[config.mk]
export PLATFORM = sky130hd
export DESIGN_NAME = pwin_sel
export DESIGN_NICKNAME = d
export VERILOG_FILES = /design/src/rtl/pwin_sel.sv
export SDC_FILE = /design/constraint.sdc
export NUM_CORES = 1
export LEC_CHECK = 0
export BUFFER_PORTS_ARGS = -buffer_cell sky130_fd_sc_hd__buf_2
export CORE_AREA = 4 4 41 43
export DETAILED_ROUTE_END_ITERATION = 10
export DIE_AREA = 0 0 45 47
export PLACE_DENSITY = 0.71
export SLEW_MARGIN = 20
export SYNTH_ARGS = -nofsm -noshare
export SYNTH_HDL_FRONTEND = slang
export SYNTH_SLANG_ARGS = --single-unit
export TNS_END_PERCENT = 20
[constraint.sdc]
create_clock -name clk -period 3.78 [get_ports clk]
set_clock_uncertainty 0.1 [all_clocks]
set_input_delay 1.134 -clock clk [delete_from_list [all_inputs] [get_ports clk]]
set_output_delay 1.134 -clock clk [all_outputs]
set_load 0.05 [all_outputs]
[src/rtl/pwin_sel.sv]
module pwin_sel #(
  parameter logic [15:0] CLR_ADDR = 16'hCFFF
) (
  input  logic        clk,
  input  logic        rst_n,
  input  logic        bus_valid,
  input  logic [15:0] addr,
  input  logic        int_rom_ovr,
  input  logic        slot3_en,
  output logic [1:0]  src_sel,
  output logic [2:0]  slot_idx
);
  localparam logic [1:0] SRC_NONE = 2'd0;
  localparam logic [1:0] SRC_INT  = 2'd1;
  localparam logic [1:0] SRC_CARD = 2'd2;
  localparam logic [1:0] SRC_EXP  = 2'd3;

  logic [2:0] owner_q;

  wire       in_c      = addr[15:12] == 4'hC;
  wire       slot_area = in_c && !addr[11] && (addr[10:8] != 3'd0);
  wire       exp_area  = in_c && addr[11];
  wire       clr_hit   = addr == CLR_ADDR;
  wire [2:0] eff_owner = clr_hit ? 3'd0 : owner_q;
  wire [2:0] pick      = slot_area ? addr[10:8] : eff_owner;

  always_comb begin
    src_sel  = SRC_NONE;
    slot_idx = 3'd0;
    if (slot_area || exp_area) begin
      if (int_rom_ovr)
        src_sel = SRC_INT;
      else if (pick == 3'd3 && !slot3_en)
        src_sel = SRC_INT;
      else if (pick != 3'd0) begin
        src_sel  = slot_area ? SRC_CARD : SRC_EXP;
        slot_idx = pick;
      end
    end
  end

  always_ff @(posedge clk or negedge rst_n) begin
    if (!rst_n)
      owner_q <= 3'd0;
    else if (bus_valid && !int_rom_ovr) begin
      if (slot_area)
        owner_q <= addr[10:8];
      else if (clr_hit)
        owner_q <= 3'd0;
    end
  end
endmodule

==> results.toml, run 1 <==
[outcome]
status = "finished with violations"
violations = "negative setup slack"

[placed_design]
placed_cell_area_sq_um = 614.3
port_buffers = 25
place_inst = 98
gp_congestion = 0.8232
hpwl_mm = 1.081

[timing]
fin_tns_setup_ns = -0.1229
max_freq_ghz = 0.2600
hold_viol_final = 0
tightest_slew_ns = 0.3553
slew-limit-headroom_pct = 76.15
rsz0062_at_grt = "yes"
min_period_ns = 3.846
drv_slew = 0
layout_setup_ws_ns = -0.06620
fin_crit_sh_pct = 101.8
holdWs_ns = 0.5016
setup_viol = 3

[global_routing]
overflow = 0
grtUsageMet2_pct = 22.88
use_met1_pct = 18.95
grt_first_pass_wirelength_mm = 2.249
antenna_found_initial = 0
grt_pass1_vias = 523
grt_max_degree = 9
track_usage_pct = 13.84
busiest_layer = "met2"
met3_usage_pct = 2.299

[pwr]
share_comb_of_total_power_pct = 43.1
p_sw_uw = 67.85
p_sw_share_pct = 36.90
leakagePower_nw = 0.3413
power_density_nw_per_um2 = 241.7
power.internal_uw = 116.0
clockPowerShare_pct = 30.3
seqPwrFrac_pct = 26.6
vdd_drop_max_uv = 107.5

[drt]
via_per_inst = 5.444
totalWireLength_mm = 1.608
dr_total_vias = 588
routedWlPerCell_microns = 14.89
drtIter0Drc = 18
drc_errors = 0
dr.pass1.iters = 4
final_antenna_net_count = 0

[critical_path]
r2r_end = "owner_q[0]"
ff2ff_path_depth = 4
worstReg2RegStart = "owner_q[0]"
cp_max_fo = 4
crit_arrival_ns = 2.61
required_ns = 2.55
critPathKind = "in2out"
end_kind = "output port"
cp-start-kind = "input port"
ff2ff_setup_slack_ns = 2.43

[finish]
largest_register_ffs = 3
instances_no_fill = 108
syn_to_final_growth_pct = 85.37
final_common_cell = "buf_2"
regMostFlops = "owner_q"
n_antenna_cell = 0
utilization_pct = 58.46
nets = 115
largestRegisters = "owner_q x3"
final_layout_size_suffix_gt1_share_pct = 58.06
final_cell_mix = "buf_2 (19), buf_4 (14), nor2_1 (7)"
design_area_sq_um = 760.7

[yosys]
avgSynthCellArea_sq_um = 7.892
synth.top_cell.area_share_pct = 18.29
synth_cell_types = 30
async_reset_ff_share_pct = 100.0
synth_edf_count = 0
syn_nets = 73
synthCells = 52
ys_seq_area_share_pct = 18.29
ys_ff_latch = 3
synth_area_sq_um = 410.4
ys_top_cells_by_area = "dfrtp_1 (18%), o21ai_0 (7.3%), nor2_1 (6.4%)"
ys.flop_type = "dfrtp_1"
yosysTopAreaCell = "dfrtp_1"
yosys_warnings = 0

[floorplan]
start_util_pct = 31.54
rows = 13
pin_count = 26
die_y_microns = 47
die_x_microns = 45
die-area_sq_um = 2115
core_sq_um = 1301

[clock_network]
hold_buffers = 0
h-tree-depth = 1
cts_tree = "yes"
cts_buffers = 3
clock_latency_ns = 0.23
clkTransAtPathRegs_ns = 0.04
cts.path.max_buffers = 2
numClockSinks = 3
cts-root-buf = "clkbuf_4"

[worst_hold_path]
hold_class = "reg2reg"
min_from = "owner_q[0]"
whs_endpoint = "owner_q[0]"
hold-path-cell-count = 1

[flow_run]
max_cap_viol_count = 0
per-layer routing:
metal	part of all wire, %	routed length, microns	vias to the layer above
li1	-	-	284
met1	42	668	284
met2	53	860	20
met3	4.9	79	0
met4	0	0	0
met5	0	0	-
critical path, cell delays in order:
cell and delay [ns]:
buf_2 0.14, nor3_4 0.18, buf_6 0.12, o21ai_0 0.06, o21bai_1 0.26, nor3b_2 0.10
buf_4 0.15, a221oi_4 0.26, buf_6 0.19
power by group through the flow:
stage / Clock, mW / Sequential, mW / Combinational, mW
CTS: 0.0576 / 0.0467 / 0.0641
finish: 0.0557 / 0.0489 / 0.0793
global route: 0.0628 / 0.0495 / 0.0855
global placement: 0 / 0.0471 / 0.0603
detailed placement: 0 / 0.0471 / 0.0630
floorplan: 0 / 0.0447 / 0.0379
cell usage after synthesis (all sizes together) (2+ instances only):
master  instances
dfrtp           3
nor2            7
nand2b          2
nand4           3
o21ai           7
nor3b           2
o211ai          2
nand2           5
nand3b          2
a21oi           3
nor3            2
cell families (layout without fill, tap and decap cells):
family,after synthesis,count (layout),synth area share (%)
AND/OR/NAND/NOR,27,27,44.51
AO/OA/AOI/OAI,19,19,30.49
flip-flops,3,3,18.29
buffers and inverters,2,43,3.962
multiplexers,1,1,2.744
area by class of cell:
type                    instances  area [sq um]
well taps                      15         18.77
repair buffers                 39         267.8
clock buffers                   4         26.28
fillers                       116         540.5
flip-flops and latches          3         75.07
multi-input cells              47         372.9
worst max path at each step:
stage          startpoint           to  slack (ns)  cells past startpoint
2_1_floorplan    addr[11]   src_sel[1]       -0.11                      6
6_report          addr[8]   src_sel[1]       -0.07                      9
3_5_place_dp     addr[12]   src_sel[0]       -0.16                      7
4_1_cts           addr[8]   src_sel[0]       -0.06                      7
3_3_place_gp     addr[12]   src_sel[0]       -0.09                      7
5_1_grt          addr[12]  slot_idx[0]       -0.14                      8
per-stage QoR:
| step | power [mW] | setup WS [ns] |
|---|---|---|
| 6_report | 0.1839 | -0.06620 |
| 5_1_grt | 0.1978 | -0.1394 |
| 4_1_cts | 0.1684 | -0.05834 |
| 3_5_place_dp | 0.1101 | -0.1649 |
| 3_3_place_gp | 0.1075 | -0.09347 |
| 2_1_floorplan | 0.08261 | -0.1129 |
what timing repair did:
action | CTS | global route
resized for setup | 5 | 10
setup endpoints to repair | 4 | 4
setup buffers | 0 | 6
pin swaps | 1 | 9
hold endpoints to repair | 0 | 0
Note: power is estimated with default switching activity, not from simulation.
==> inputs of run 2 (changes only) <==
--- a/config.mk
+++ b/config.mk
@@ -7,6 +7,7 @@
 export LEC_CHECK = 0
 export BUFFER_PORTS_ARGS = -buffer_cell sky130_fd_sc_hd__buf_2
 export CORE_AREA = 4 4 41 43
+export CTS_BUF_LIST = sky130_fd_sc_hd__clkbuf_4
 export DETAILED_ROUTE_END_ITERATION = 10
 export DIE_AREA = 0 0 45 47
 export PLACE_DENSITY = 0.71
==> run 2 against run 1 <==
  * The run still ends with negative setup slack left
  * Fmax down 0.11%
  * Cell count unchanged
  * Largest power group unchanged
  * Worst setup slack worse by 0.0041 ns
  * Global-route usage down 0.079 points
  * Hold slack better by 0.0033 ns
  * Non-clock buffer count unchanged
  * Register-to-register slack worse by 0.03 ns
  * Sequential share of layout area about the same
  * Critical endpoint unchanged
  * Combinational power about the same
  * Die area unchanged
==> results.toml, run 2 (same netlist as run 1, synthesis figures left out) <==
[outcome]
status = "finished with violations"
violations = "negative setup slack"

[global_routing]
grt_pass1_vias = 519
track_usage_pct = 13.77
antenna_found_initial = 0
overflow = 0
grt_first_pass_wirelength_mm = 2.235
grt_max_degree = 9

[timing]
drv_slew = 0
fin_tns_setup_ns = -0.1435
layout_setup_ws_ns = -0.07034
rsz0062_at_grt = "yes"
hold_viol_final = 0
tightest_slew_ns = 0.3773
slew-limit-headroom_pct = 74.58
setup_viol = 4
min_period_ns = 3.850
max_freq_ghz = 0.2597
fin_crit_sh_pct = 101.9

[critical_path]
crit_family = "buffers and inverters"
crit_arrival_ns = 2.62
critPathKind = "in2out"
end_kind = "output port"
path_cells = "buf_2 > nor3_4 > buf_6 > o21ai_0 > o21bai_1 > nor3b_2 > buf_4 > a221oi_4 > buf_6"
cp_max_fo = 4
cp-start-kind = "input port"
cp_slowest_stage_delay_ns = 0.26
ff2ff_path_depth = 4
path_buf_inv = 4
required_ns = 2.55
crit_top_cell = "buf_6"
crit_slowest_cell = "o21bai_1"
path_depth = 9

[drt]
dr.pass1.iters = 4
dr_total_vias = 564
totalWireLength_mm = 1.570
drc_errors = 0
drtIter0Drc = 12
via_per_inst = 5.222
routedWlPerCell_microns = 14.54
final_antenna_net_count = 0

[clock_network]
clock_latency_ns = 0.23
cts.path.max_buffers = 2
numClockSinks = 3
cts-root-buf = "clkbuf_4"
h-tree-depth = 1
hold_buffers = 0
clkTransAtPathRegs_ns = 0.04
cts_tree = "yes"
cts_buffers = 3

[floorplan]
rows = 13
die-area_sq_um = 2115
die_x_microns = 45
die_y_microns = 47
start_util_pct = 31.54
pin_count = 26
core_sq_um = 1301

[finish]
largest_register_ffs = 3
largestRegisters = "owner_q x3"
n_antenna_cell = 0
nets = 115
fillCellCount = 117
final_cell_mix = "buf_2 (19), buf_4 (14), nor2_1 (7)"
syn_to_final_growth_pct = 86.28
final_layout_size_suffix_gt1_share_pct = 59.14
final_common_cell = "buf_2"
regMostFlops = "owner_q"
instances_no_fill = 108

[worst_hold_path]
hold_class = "reg2reg"
hold-path-cell-count = 2

[placed_design]
place_inst = 98
hpwl_mm = 1.081
port_buffers = 25
gp_congestion = 0.8232

[flow_run]
max_cap_viol_count = 0

[pwr]
leakagePower_nw = 0.3447
power_density_nw_per_um2 = 251.9
vdd_drop_max_uv = 110.9
==> run 2: changes by cell type in the layout (fill, tap and decap cells not counted) <==
cell and change:
clkbuf_1 -1, clkbuf_4 +1
==> run 2: worst register-to-register path: stages (launching register included) <==
cell      delay [ns]
dfrtp_1         0.42
o21ai_0         0.18
o211ai_4        0.14
buf_4           0.17
mux2_2          0.25
==> run 2: area by class of cell <==
cell class / count / area, sq um / share of cell area, %
Clock buffer: 4 / 30.03 / 3.928
Multi-Input combinational cell: 47 / 372.9 / 48.77
Sequential cell: 3 / 75.07 / 9.820
Tap cell: 15 / 18.77 / 2.455
Timing Repair Buffer: 39 / 267.8 / 35.02
==> run 2: power breakdown <==
group	switching (mW)	internal, mW	total, mW
registers	0.0104	0.0387	0.0491
clock network	0.0173	0.0468	0.0641
logic	0.0417	0.0377	0.0794
total	0.0694	0.123	0.193
==> run 2: timing repair <==
item	4_1_cts	5_1_grt
gates resized for setup	5	10
pin swaps	1	9
endpoints found under the setup margin	4	4
setup buffers	0	6
==> run 2: layer usage <==
| metal | routed length, microns | track usage (%) | vias to the layer above |
|---|---|---|---|
| met3 | 79 | 2.299 | 2 |
| met1 | 640 | 18.95 | 259 |
| met5 | 0 | 0 | - |
| met4 | 15 | 2.924 | 0 |
| li1 | - | - | 283 |
| met2 | 834 | 22.60 | 20 |
==> run 2: path summary, 6_finish.rpt <==
| check | slack (ns) | start | end |
|---|---|---|---|
| max reg2reg | 2.40 | owner_q[0] | owner_q[0] |
| max in group asynchronous | 2.89 | rst_n | owner_q[2] |
| min reg2reg | 0.50 | owner_q[1] | owner_q[1] |
| min in group asynchronous | 0.59 | rst_n | owner_q[0] |
| max | -0.07 | addr[8] | src_sel[1] |
| min | 0.50 | owner_q[1] | owner_q[1] |
==> run 2: stage by stage <==
| stage | worst slack (ns) | utilization, % | area (sq um) | hold WS, ns | total power, mW |
|---|---|---|---|---|---|
| global route | -0.1480 | 58.75 | 764.5 | 0.5383 | 0.2046 |
| finish | -0.07034 | 58.75 | 764.5 | 0.5049 | 0.1926 |
| CTS | -0.05834 | 50.87 | 661.9 | 0.4776 | 0.1775 |
| detailed placement | -0.1649 | 47.21 | 614.3 | 0.4656 | 0.1101 |
| global placement | -0.09347 | 47.21 | 614.3 | 0.4605 | 0.1075 |
| floorplan | -0.1129 | - | 426.7 | 0.4137 | 0.08261 |
